--- src/rtl/mcr_pkg.sv ---
package mcr_pkg;

    typedef enum logic [2:0] {
        S_FETCH  = 3'd0,
        S_DECODE = 3'd1,
        S_EXEC   = 3'd2,
        S_MEM    = 3'd3,
        S_WB     = 3'd4,
        S_HALT   = 3'd5
    } seq_state_e;

    typedef enum logic [2:0] {
        C_NOP,
        C_RR,
        C_RI,
        C_LOAD,
        C_STORE,
        C_BRANCH
    } instr_class_e;

    typedef enum logic [2:0] {
        A_ADD,
        A_SUB,
        A_AND,
        A_OR,
        A_XOR,
        A_SLT
    } alu_op_e;

    localparam logic [5:0] OPC_SPECIAL = 6'h00;
    localparam logic [5:0] OPC_BEQ     = 6'h04;
    localparam logic [5:0] OPC_ADDI    = 6'h08;
    localparam logic [5:0] OPC_SLTI    = 6'h0A;
    localparam logic [5:0] OPC_ANDI    = 6'h0C;
    localparam logic [5:0] OPC_ORI     = 6'h0D;
    localparam logic [5:0] OPC_XORI    = 6'h0E;
    localparam logic [5:0] OPC_LW      = 6'h23;
    localparam logic [5:0] OPC_SW      = 6'h2B;

    localparam logic [5:0] FN_ADD = 6'h20;
    localparam logic [5:0] FN_SUB = 6'h22;
    localparam logic [5:0] FN_AND = 6'h24;
    localparam logic [5:0] FN_OR  = 6'h25;
    localparam logic [5:0] FN_XOR = 6'h26;
    localparam logic [5:0] FN_SLT = 6'h2A;

    typedef struct packed {
        seq_state_e  st;
        logic [31:0] pc;
        logic [31:0] ir;
        logic [31:0] npc;
        logic [31:0] a;
        logic [31:0] b;
        logic [31:0] imm;
        logic [31:0] alu_out;
        logic [31:0] lmd;
        logic        cond;
    } core_state_t;

endpackage

--- src/rtl/mcr_regfile.sv ---
module mcr_regfile #(
    parameter int NREGS = 32,
    parameter int W     = 32,
    parameter int NRD   = 3,
    parameter int AW    = $clog2(NREGS)
) (
    input  logic          clk,
    input  logic          rst_n,
    input  logic [AW-1:0] raddr [NRD],
    output logic [W-1:0]  rdata [NRD],
    input  logic          we,
    input  logic [AW-1:0] waddr,
    input  logic [W-1:0]  wdata
);

    logic [W-1:0] cells [NREGS];

    always_ff @(posedge clk) begin
        if (!rst_n) begin
            for (int i = 0; i < NREGS; i++) cells[i] <= '0;
        end else if (we && (waddr != '0)) begin
            cells[waddr] <= wdata;
        end
    end

    // register 0 is hard-wired to zero on every read port
    for (genvar g = 0; g < NRD; g++) begin : g_rd
        assign rdata[g] = (raddr[g] == '0) ? '0 : cells[raddr[g]];
    end

endmodule

--- src/rtl/mcr_alu.sv ---
module mcr_alu
    import mcr_pkg::*;
#(
    parameter int W = 32
) (
    input  logic [W-1:0] opa,
    input  logic [W-1:0] opb,
    input  alu_op_e      op,
    output logic [W-1:0] res
);

    always_comb begin
        unique case (op)
            A_ADD:   res = opa + opb;
            A_SUB:   res = opa - opb;
            A_AND:   res = opa & opb;
            A_OR:    res = opa | opb;
            A_XOR:   res = opa ^ opb;
            A_SLT:   res = {{(W-1){1'b0}}, ($signed(opa) < $signed(opb))};
            default: res = opa + opb;
        endcase
    end

endmodule

--- src/rtl/mcr_decode.sv ---
module mcr_decode
    import mcr_pkg::*;
(
    input  logic [5:0]   opcode,
    input  logic [5:0]   funct,
    input  logic [4:0]   rt,
    input  logic [4:0]   rd,
    output instr_class_e cls,
    output alu_op_e      aop,
    output logic [4:0]   dst,
    output logic         dst_we
);

    always_comb begin
        cls = C_NOP;
        aop = A_ADD;
        dst = rt;
        case (opcode)
            OPC_SPECIAL: begin
                dst = rd;
                cls = C_RR;
                case (funct)
                    FN_ADD:  aop = A_ADD;
                    FN_SUB:  aop = A_SUB;
                    FN_AND:  aop = A_AND;
                    FN_OR:   aop = A_OR;
                    FN_XOR:  aop = A_XOR;
                    FN_SLT:  aop = A_SLT;
                    default: cls = C_NOP;
                endcase
            end
            OPC_ADDI: begin cls = C_RI; aop = A_ADD; end
            OPC_SLTI: begin cls = C_RI; aop = A_SLT; end
            OPC_ANDI: begin cls = C_RI; aop = A_AND; end
            OPC_ORI:  begin cls = C_RI; aop = A_OR;  end
            OPC_XORI: begin cls = C_RI; aop = A_XOR; end
            OPC_LW:   begin cls = C_LOAD;  aop = A_ADD; end
            OPC_SW:   begin cls = C_STORE; aop = A_ADD; end
            OPC_BEQ:  begin cls = C_BRANCH; end
            default:  cls = C_NOP;
        endcase
        dst_we = (cls == C_RR) || (cls == C_RI) || (cls == C_LOAD);
    end

endmodule

--- src/rtl/mcr_dmem.sv ---
module mcr_dmem #(
    parameter int WORDS = 16,
    parameter int W     = 32,
    parameter int IW    = $clog2(WORDS)
) (
    input  logic          clk,
    input  logic          rst_n,
    input  logic [IW-1:0] idx,
    input  logic          we,
    input  logic [W-1:0]  wdata,
    output logic [W-1:0]  rdata
);

    logic [W-1:0] words [WORDS];

    always_ff @(posedge clk) begin
        if (!rst_n) begin
            for (int i = 0; i < WORDS; i++) words[i] <= '0;
        end else if (we) begin
            words[idx] <= wdata;
        end
    end

    assign rdata = words[idx];

endmodule

--- src/rtl/mcr_core.sv ---
module mcr_core
    import mcr_pkg::*;
#(
    parameter int          IMEM_WORDS = 32,
    parameter int          DMEM_WORDS = 16,
    parameter logic [31:0] PROGRAM [IMEM_WORDS] = '{default: 32'h0}
) (
    input  logic        clk,
    input  logic        rst_n,
    input  logic [4:0]  dbg_addr,
    output logic [31:0] dbg_data,
    output logic        halted
);

    localparam int IAW    = $clog2(IMEM_WORDS);
    localparam int DIW    = $clog2(DMEM_WORDS);
    localparam int NREGS  = 32;
    localparam int RD_RS  = 0;
    localparam int RD_RT  = 1;
    localparam int RD_DBG = 2;

    core_state_t q, d;

    // instruction memory: read-only array taken from the parameter
    logic [31:0] fetch_word;
    assign fetch_word = PROGRAM[q.pc[IAW+1:2]];

    logic [31:0] sext_imm;
    assign sext_imm = {{16{q.ir[15]}}, q.ir[15:0]};

    // decode of the held instruction word
    instr_class_e cls;
    alu_op_e      aop;
    logic [4:0]   dst;
    logic         dst_we;

    mcr_decode u_dec (
        .opcode (q.ir[31:26]),
        .funct  (q.ir[5:0]),
        .rt     (q.ir[20:16]),
        .rd     (q.ir[15:11]),
        .cls    (cls),
        .aop    (aop),
        .dst    (dst),
        .dst_we (dst_we)
    );

    // register file with two operand ports and the debug port
    logic [4:0]  rf_ra [3];
    logic [31:0] rf_rd [3];
    logic        rf_we;
    logic [31:0] rf_wd;

    assign rf_ra[RD_RS]  = q.ir[25:21];
    assign rf_ra[RD_RT]  = q.ir[20:16];
    assign rf_ra[RD_DBG] = dbg_addr;

    mcr_regfile #(.NREGS(NREGS), .W(32), .NRD(3)) u_rf (
        .clk   (clk),
        .rst_n (rst_n),
        .raddr (rf_ra),
        .rdata (rf_rd),
        .we    (rf_we),
        .waddr (dst),
        .wdata (rf_wd)
    );

    // ALU: second operand is B for register-register, Imm otherwise
    logic [31:0] alu_b;
    logic [31:0] alu_y;
    assign alu_b = (cls == C_RR) ? q.b : q.imm;

    mcr_alu #(.W(32)) u_alu (
        .opa (q.a),
        .opb (alu_b),
        .op  (aop),
        .res (alu_y)
    );

    // data memory addressed by the held ALU result
    logic        dm_we;
    logic [31:0] dm_rdata;

    mcr_dmem #(.WORDS(DMEM_WORDS), .W(32)) u_dmem (
        .clk   (clk),
        .rst_n (rst_n),
        .idx   (q.alu_out[DIW+1:2]),
        .we    (dm_we),
        .wdata (q.b),
        .rdata (dm_rdata)
    );

    logic        br_eq;
    logic [31:0] br_target;
    assign br_eq     = (rf_rd[RD_RS] == rf_rd[RD_RT]);
    assign br_target = q.npc + {sext_imm[29:0], 2'b00};

    always_comb begin
        d     = q;
        rf_we = 1'b0;
        rf_wd = q.alu_out;
        dm_we = 1'b0;
        unique case (q.st)
            S_FETCH: begin
                d.ir  = fetch_word;
                d.npc = q.pc + 32'd4;
                d.st  = (fetch_word == 32'h0) ? S_HALT : S_DECODE;
            end
            S_DECODE: begin
                d.a   = rf_rd[RD_RS];
                d.b   = rf_rd[RD_RT];
                d.imm = sext_imm;
                case (cls)
                    C_BRANCH: begin
                        // the branch resolves here so that it retires in two cycles
                        d.cond    = br_eq;
                        d.alu_out = br_target;
                        d.pc      = br_eq ? br_target : q.npc;
                        d.st      = S_FETCH;
                    end
                    C_NOP: begin
                        d.pc = q.npc;
                        d.st = S_FETCH;
                    end
                    default: d.st = S_EXEC;
                endcase
            end
            S_EXEC: begin
                d.alu_out = alu_y;
                d.st      = S_MEM;
            end
            S_MEM: begin
                if (cls == C_STORE) begin
                    dm_we = 1'b1;
                    d.pc  = q.npc;
                    d.st  = S_FETCH;
                end else begin
                    if (cls == C_LOAD) d.lmd = dm_rdata;
                    d.st = S_WB;
                end
            end
            S_WB: begin
                rf_we = dst_we;
                rf_wd = (cls == C_LOAD) ? q.lmd : q.alu_out;
                d.pc  = q.npc;
                d.st  = S_FETCH;
            end
            S_HALT: d = q;
            default: d.st = S_FETCH;
        endcase
    end

    always_ff @(posedge clk) begin
        if (!rst_n) begin
            q    <= '0;
            q.st <= S_FETCH;
        end else begin
            q <= d;
        end
    end

    assign dbg_data = rf_rd[RD_DBG];
    assign halted   = (q.st == S_HALT);

endmodule

--- config.mk ---
export PLATFORM = sky130hd
export DESIGN_NAME = mcr_core
export DESIGN_NICKNAME = d
export VERILOG_FILES = /design/src/rtl/mcr_pkg.sv /design/src/rtl/mcr_regfile.sv /design/src/rtl/mcr_alu.sv /design/src/rtl/mcr_decode.sv /design/src/rtl/mcr_dmem.sv /design/src/rtl/mcr_core.sv
export SDC_FILE = /design/constraint.sdc
export NUM_CORES = 1
export LEC_CHECK = 0
export ABC_CLOCK_PERIOD_IN_PS = 2400
export CAP_MARGIN = 20
export CORE_UTILIZATION = 28
export CTS_BUF_LIST = sky130_fd_sc_hd__clkbuf_16
export CTS_CLUSTER_DIAMETER = 150
export CTS_CLUSTER_SIZE = 24
export DETAILED_ROUTE_END_ITERATION = 10
export DONT_BUFFER_PORTS = 1
export SYNTH_ARGS = -nofsm -noshare
export SYNTH_HDL_FRONTEND = slang
export SYNTH_SLANG_ARGS = --single-unit
export TNS_END_PERCENT = 20
--- constraint.sdc ---
create_clock -name clk -period 2.4 [get_ports clk]
set_clock_uncertainty 0.15 [all_clocks]
set_input_delay 0.48 -clock clk [delete_from_list [all_inputs] [get_ports clk]]
set_output_delay 0.48 -clock clk [all_outputs]
set_load 0.01 [all_outputs]
==> summary.md, run 1 <==
| Metric | Value |
|---|---|
| Multi-input gate area | `190.2 sq um` |
| Vias in the first global route | `about 100` |
| DR WL/cell | `5.290 um` |
| Max-Cap Viols | `0` |
| Final setup vio count | `0` |
| Buf/Inv on CP | `0` |
| CP Class | `reg2out` |
| Critical Path End Type | `output pin` |
| # fillers | `133` |
| Post-CTS Setup Inserts | `0` |
| Synthesized area per cell | `8.314 sq um` |
| Clock Path Buffers | `2` |
| # hold bufs at CTS | `0` |
| Number of CTS-inserted buffers | `3` |
| Crit share post-route | `60.38%` |
| CP Capture Point | `halted` |
| Reg power frac | `16.9%` |
| Switching Fraction | `21.17%` |
| CTS clk-pin slew, worst paths | `around 30 ps` |
| Die area | `1486 sq um` |
| Crit path from | `q[257]` |
| GPL Wtd Cong | `0.6775` |
| Int Pwr | `278.9 uW` |
| Post-synthesis cell count | `45` |
| Biggest register | `q` |
| Worst-case reg-to-reg path depth | `2` |
| Req. time, crit path | `around 1800 ps` |
| ANT nets after route | `0` |
| Area contributors post-synth | `buf_4 64%, dfxtp_1 16%, and2b_1 4.0%` |
| Nets@finish | `56` |
| Initial core utilization | `a little under a third` |
| Die width | `38.55 um` |
| Post-route DRC | `0` |
| CP delay by family, top | `flip-flops` |
| Area Overhead vs Synth | `-7.358%` |
| Pwr dens | `1021 nW/um^2` |
| Leakage Power | `0.2059 nW` |
| YS warnings | `0` |
| Max reg flops | `3` |
| Clock share of power | `72.5%` |
| Tmin final | `~1400 ps` |
| Die Y | `roughly 39 um` |
| Worst hold margin | `between 200 and 250 ps` |
| FF+latch area | `60.06 sq um` |
| Status | `finished clean` |
| Htree depth | `1` |
| First-pass GRT wire length | `414 um` |
| Post-route cell area | `346.6 sq um` |
| Final hold vios | `0` |
| VDD IR max | `0.0004625 V` |
| WL final | `328 um` |
| Initial antenna violation count | `0` |
| HPWL Detailed | `269.6 um` |
| Combinational share of power | `10.6%` |
| Arr. time, crit path | `820 ps` |
| Largest area contributor in the netlist | `buf_4` |
| Biggest regs | `q: 3 flops` |
| CTS tree | `done` |
| Avg Vias per Cell | `a little under 3` |
| Setup TNS | `0 ps` |
| Critical path peak fanout | `5` |
| Reg-to-reg startpoint | `q[258]` |
| Ratio of cells with drive above 1 in the final layout | `10.42%` |
| Hold crit path type | `in2reg` |
| Critical path depth | `1` |
| IO Port Bufs | `0` |
| Post-cts sizing count | `0` |
| Grt total ovfl | `0` |
| Core area | `1171 sq um` |
| Yosys reg bits | `3` |
| Worst r2r dst | `q[257]` |
| Max Freq | `690.0 MHz` |
| Num ports | `40` |
| Placed cell area | `267.8 sq um` |
| Cell area after synthesis | `374.1 sq um` |
| P_sw | `about 75 uW` |
| Fin. max-slew vios | `0` |
| Startpoint types | `flop` |
| Critical Path, Cell by Cell | `and3b_2` |
| CP max stage cell | `dfxtp_1` |
| Distinct cells, synth | `11` |
| Register area share after synthesis | `16.05%` |
| Root Buffer | `clkbuf_16` |
| RSZ-0062 raised after global routing | `false` |
| Flop-to-flop setup slack | `about 1400 ps` |
| Number of diodes | `0` |
| Max stage delay on crit path | `360 ps` |
| Maximum number of pins on one net before global-route repair | `6` |
| Clock Sinks | `3` |
| Num rows | `12` |
| Total track usage | `under 10%` |
| Vias | `179` |
| Initial DRC count | `2` |
| Post-synth top area share | `64.21%` |
| Initial DRT Pass Iterations | `3` |
| Later-pin clock latency in the skew report | `approximately 220 ps` |
[metal layers]
metal / track usage, % / vias up / wire length, um
li1: - / 83 / -
met1: 4.483 / 77 / 101
met2: 5.000 / 19 / 168
met3: 2.326 / 0 / 58
met4: 10.34 / 0 / 0
met5: 0 / - / 0
[kinds of logic (layout without fill, tap and decap cells)]
kind of cell | count (synthesis) | after routing | synth area share (%)
AOI/OAI and AO/OA | 2 | 2 | 5.351
and+or+nand+nor | 7 | 7 | 13.38
DFF | 3 | 3 | 16.05
buffers and inverters | 32 | 4 | 64.21
other | 1 | 32 | 1.002
[Yosys cell counts]
cell / count
conb_1: 1
dfxtp_1: 3
nand2b_1: 1
o21a_1: 1
nand4b_1: 1
buf_4: 32
and3b_2: 1
nor2_1: 1
o31ai_2: 1
and3_1: 1
and2b_1: 2
[through the flow]
step / worst slack (ps) / utilization, % / power (mW) / instances
floorplan: 1211 / - / 0.1339 / 76
global placement: 1182 / 22.86 / 0.09704 / 58
detailed placement: 1176 / 22.86 / 0.09765 / 58
CTS: 939.8 / 29.59 / 0.3592 / 62
global route: 892.3 / 29.59 / 0.3747 / 62
finish: 950.8 / 29.59 / 0.3538 / 62
[power by group through the flow]
stage | registers [mW] | clock network (mW) | logic, mW
floorplan | 0.0593 | 0 | 0.0746
global placement | 0.0601 | 0 | 0.0369
detailed placement | 0.0604 | 0 | 0.0373
CTS | 0.0597 | 0.262 | 0.0372
global route | 0.0613 | 0.270 | 0.0429
finish | 0.0597 | 0.257 | 0.0376
[worst min path at each step]
stage | to | from | cells after the start
2_1_floorplan | q[258] | q[258] | 1
3_3_place_gp | q[258] | q[258] | 1
3_5_place_dp | q[258] | q[258] | 1
4_1_cts | q[257] | rst_n | 1
5_1_grt | q[257] | rst_n | 1
6_report | q[257] | rst_n | 1
[cell type report]
cell class	count	area share, %
well taps	14	5.054
multi-input cells	41	54.87
clock inverters	1	1.083
clock buffers	3	21.66
flip-flops and latches	3	17.33
[cells in the final DEF (no fill, tap or decap)]
cell,count
conb_1,32
clkbuf_16,3
dfxtp_1,3
and2b_1,2
and3b_2,1
nor2_1,1
o21a_1,1
nand2b_1,1
nand4b_1,1
o31ai_2,1
and3_1,1
inv_1,1
(Power assumes the default switching activity.)
==> run 2, diff against run 1 <==
Settings changed: ABC_CLOCK_PERIOD_IN_PS 2400 to 1200.
Clock period 2.4 ns to 1.2 ns, I/O delays scaled along.
==> run 2 against run 1 <==
  * Routed wire length is 9.5% higher
  * Final area rose by 4.0%
  * Register-to-register slack worse by 1200 ps
  * Sequential share of layout area is 0.38 points higher
  * Via count rose by 3.9%
  * First-iteration DRC count is 50% higher
  * Utilization rose by 1.2 points
  * Sequential power rose by 100%
  * Die area unchanged
  * Cell count is 1.6% higher
  * Count of clock-buffer cells in the layout unchanged
  * Worst hold slack worse by 200 ps
  * Largest power group unchanged
  * Highest routed layer unchanged
==> summary.md, run 2 (same netlist as run 1, synthesis figures left out) <==
| Metric | Value |
|---|---|
| Max Freq | `837.9 MHz` |
| Core area | `1171 sq um` |
| Cell depth of the worst hold path | `2` |
| Grt total ovfl | `0` |
| Most common cell after layout, fill and taps aside | `conb_1` |
| Area Overhead vs Synth | `-3.679%` |
| CP delay by family, top | `flip-flops` |
| Hold Startpoint | `rst_n` |
| Critical Path End Type | `output pin` |
| Initial DRC count | `3` |
| Nets@finish | `57` |
| Num rows | `12` |
| Tmin final | `1193 ps` |
| Crit share post-route | `99.46%` |
| Htree depth | `1` |
| Die area | `1486 sq um` |
| Flop-to-flop setup slack | `190 ps` |
| CP Class | `reg2out` |
| Worst-case reg-to-reg path depth | `2` |
| Arr. time, crit path | `800 ps` |
| Ratio of cells with drive above 1 in the final layout | `16.33%` |
| Avg Vias per Cell | `2.952` |
| Clock Sinks | `3` |
| Worst hold path endpoint | `q[259]` |
| Max stage delay on crit path | `310 ps` |
| Post-CTS Setup Inserts | `0` |
| Final hold vios | `0` |
| VDD IR max | `roughly 0.0009 V` |
| Clock Path Buffers | `2` |
| Total track usage | `5.370%` |
| IO Port Bufs | `0` |
| Worst hold margin | `roughly 30 ps` |
| DP Worst Slack | `172.1 ps` |
| Most frequent cells in the layout | `32 x conb_1, 3 x clkbuf_16, 3 x dfxtp_2` |
| Hold crit path type | `in2reg` |
| Final setup vio count | `0` |
| Buf/Inv on CP | `0` |
| Critical path peak fanout | `4` |
| Req. time, crit path | `810 ps` |
| ANT nets after route | `0` |
| GPL Wtd Cong | `0.6775` |
| Vias in the first global route | `108` |
| Status | `finished clean` |
| Setup ws final | `6.509 ps` |
| Root Buffer | `clkbuf_16` |
| CP max stage cell | `dfxtp_2` |
| Fin. max-slew vios | `0` |
| Inst Count DP | `58` |
| Biggest register | `q` |
| Maximum number of pins on one net before global-route repair | `6` |
| Initial core utilization | `31.94%` |
| Number of CTS-inserted buffers | `3` |
| # fillers | `about 130` |
| Die width | `38.55 um` |
| Initial DRT Pass Iterations | `2` |
| Biggest regs | `q: 3 flops` |
| Max-Cap Viols | `0` |
| Max reg flops | `3` |
| Post-Layout Cell Count | `63` |
| First-pass GRT wire length | `462 um` |
| CTS clk-pin slew, worst paths | `roughly 30 ps` |
| CTS tree | `done` |
| Vias | `approximately 190` |
| WL final | `between 300 and 400 um` |
| Leakage Power | `0.2111 nW` |
| Worst r2r dst | `q[257]` |
| Die Y | `between 30 and 40 um` |
| Initial antenna violation count | `0` |
| Later-pin clock latency in the skew report | `220 ps` |
| DR WL/cell | `approximately 5.7 um` |
| Reg-to-reg startpoint | `q[258]` |
| RSZ-0062 raised after global routing | `true` |
| Post-route DRC | `0` |
| Critical Path, Cell by Cell | `and3b_2` |
| Pwr dens | `just under 2000 nW/um^2` |
| Number of diodes | `0` |
| Startpoint types | `flop` |
| Num ports | `40` |
| HPWL Detailed | `about 270 um` |
-- run 2: cell types whose count changed in the layout (fill, tap and decap cells not counted), sizes merged --
cell | before | now
dlygate4sd3 | 0 | 1
-- run 2: stage by stage --
| stage | cell area [sq um] | util (%) | power [mW] | TNS, ps |
|---|---|---|---|---|
| after floorplan | 490.5 | - | 0.2679 | 0 |
| after global placement | 267.8 | 22.86 | 0.1941 | 0 |
| after detailed placement | 267.8 | 22.86 | 0.1953 | 0 |
| after CTS | 360.3 | 30.77 | 0.7237 | 0 |
| after global routing | 360.3 | 30.77 | 0.7553 | -19.80 |
| final | 360.3 | 30.77 | 0.7137 | 0 |
-- run 2: power by group --
part | total [mW] | switching (mW) | internal, mW | leakage (nW)
clock | 0.513 | 0.0842 | 0.429 | 0.0423
sequential | 0.122 | 0.00885 | 0.113 | 0.0257
combinational | 0.0788 | 0.0583 | 0.0205 | 0.143
total | 0.714 | 0.151 | 0.562 | 0.211
-- run 2: worst max path at each step --
stage / start / endpoint / cells after the start
after floorplan: q[258] / q[257] / 2
after global placement: q[258] / q[257] / 2
after detailed placement: q[258] / q[257] / 2
after CTS: q[258] / halted / 1
after global routing: q[258] / halted / 1
final: q[258] / halted / 1
-- run 2: routing by layer --
metal  global-route usage [%]  vias to the layer above  part of all wire [%]  wire (um)
li1                         -                       84                     -          -
met1                    5.862                       83                    35        124
met2                    5.417                       19                    50        179
met3                    1.744                        0                    15         55
met4                    10.34                        0                     0          0
met5                        0                        -                     0          0
-- run 2: timing repair --
action / 4_1_cts / 5_1_grt
hold buffers: 1 / 0
endpoints found under the setup margin: 1 / 1
endpoints found under the hold margin: 1 / 0
pin swaps: 1 / 0
resized for setup: 3 / 0
-- run 2: area by class of cell --
cell class / instances / area, sq um / area share (%)
multi-input cells: 41 / 190.2 / 52.78
clock inverters: 1 / 3.754 / 1.042
well taps: 14 / 17.52 / 4.861
repair buffers: 1 / 10.01 / 2.778
clock buffers: 3 / 75.07 / 20.83
flip-flops and latches: 3 / 63.81 / 17.71
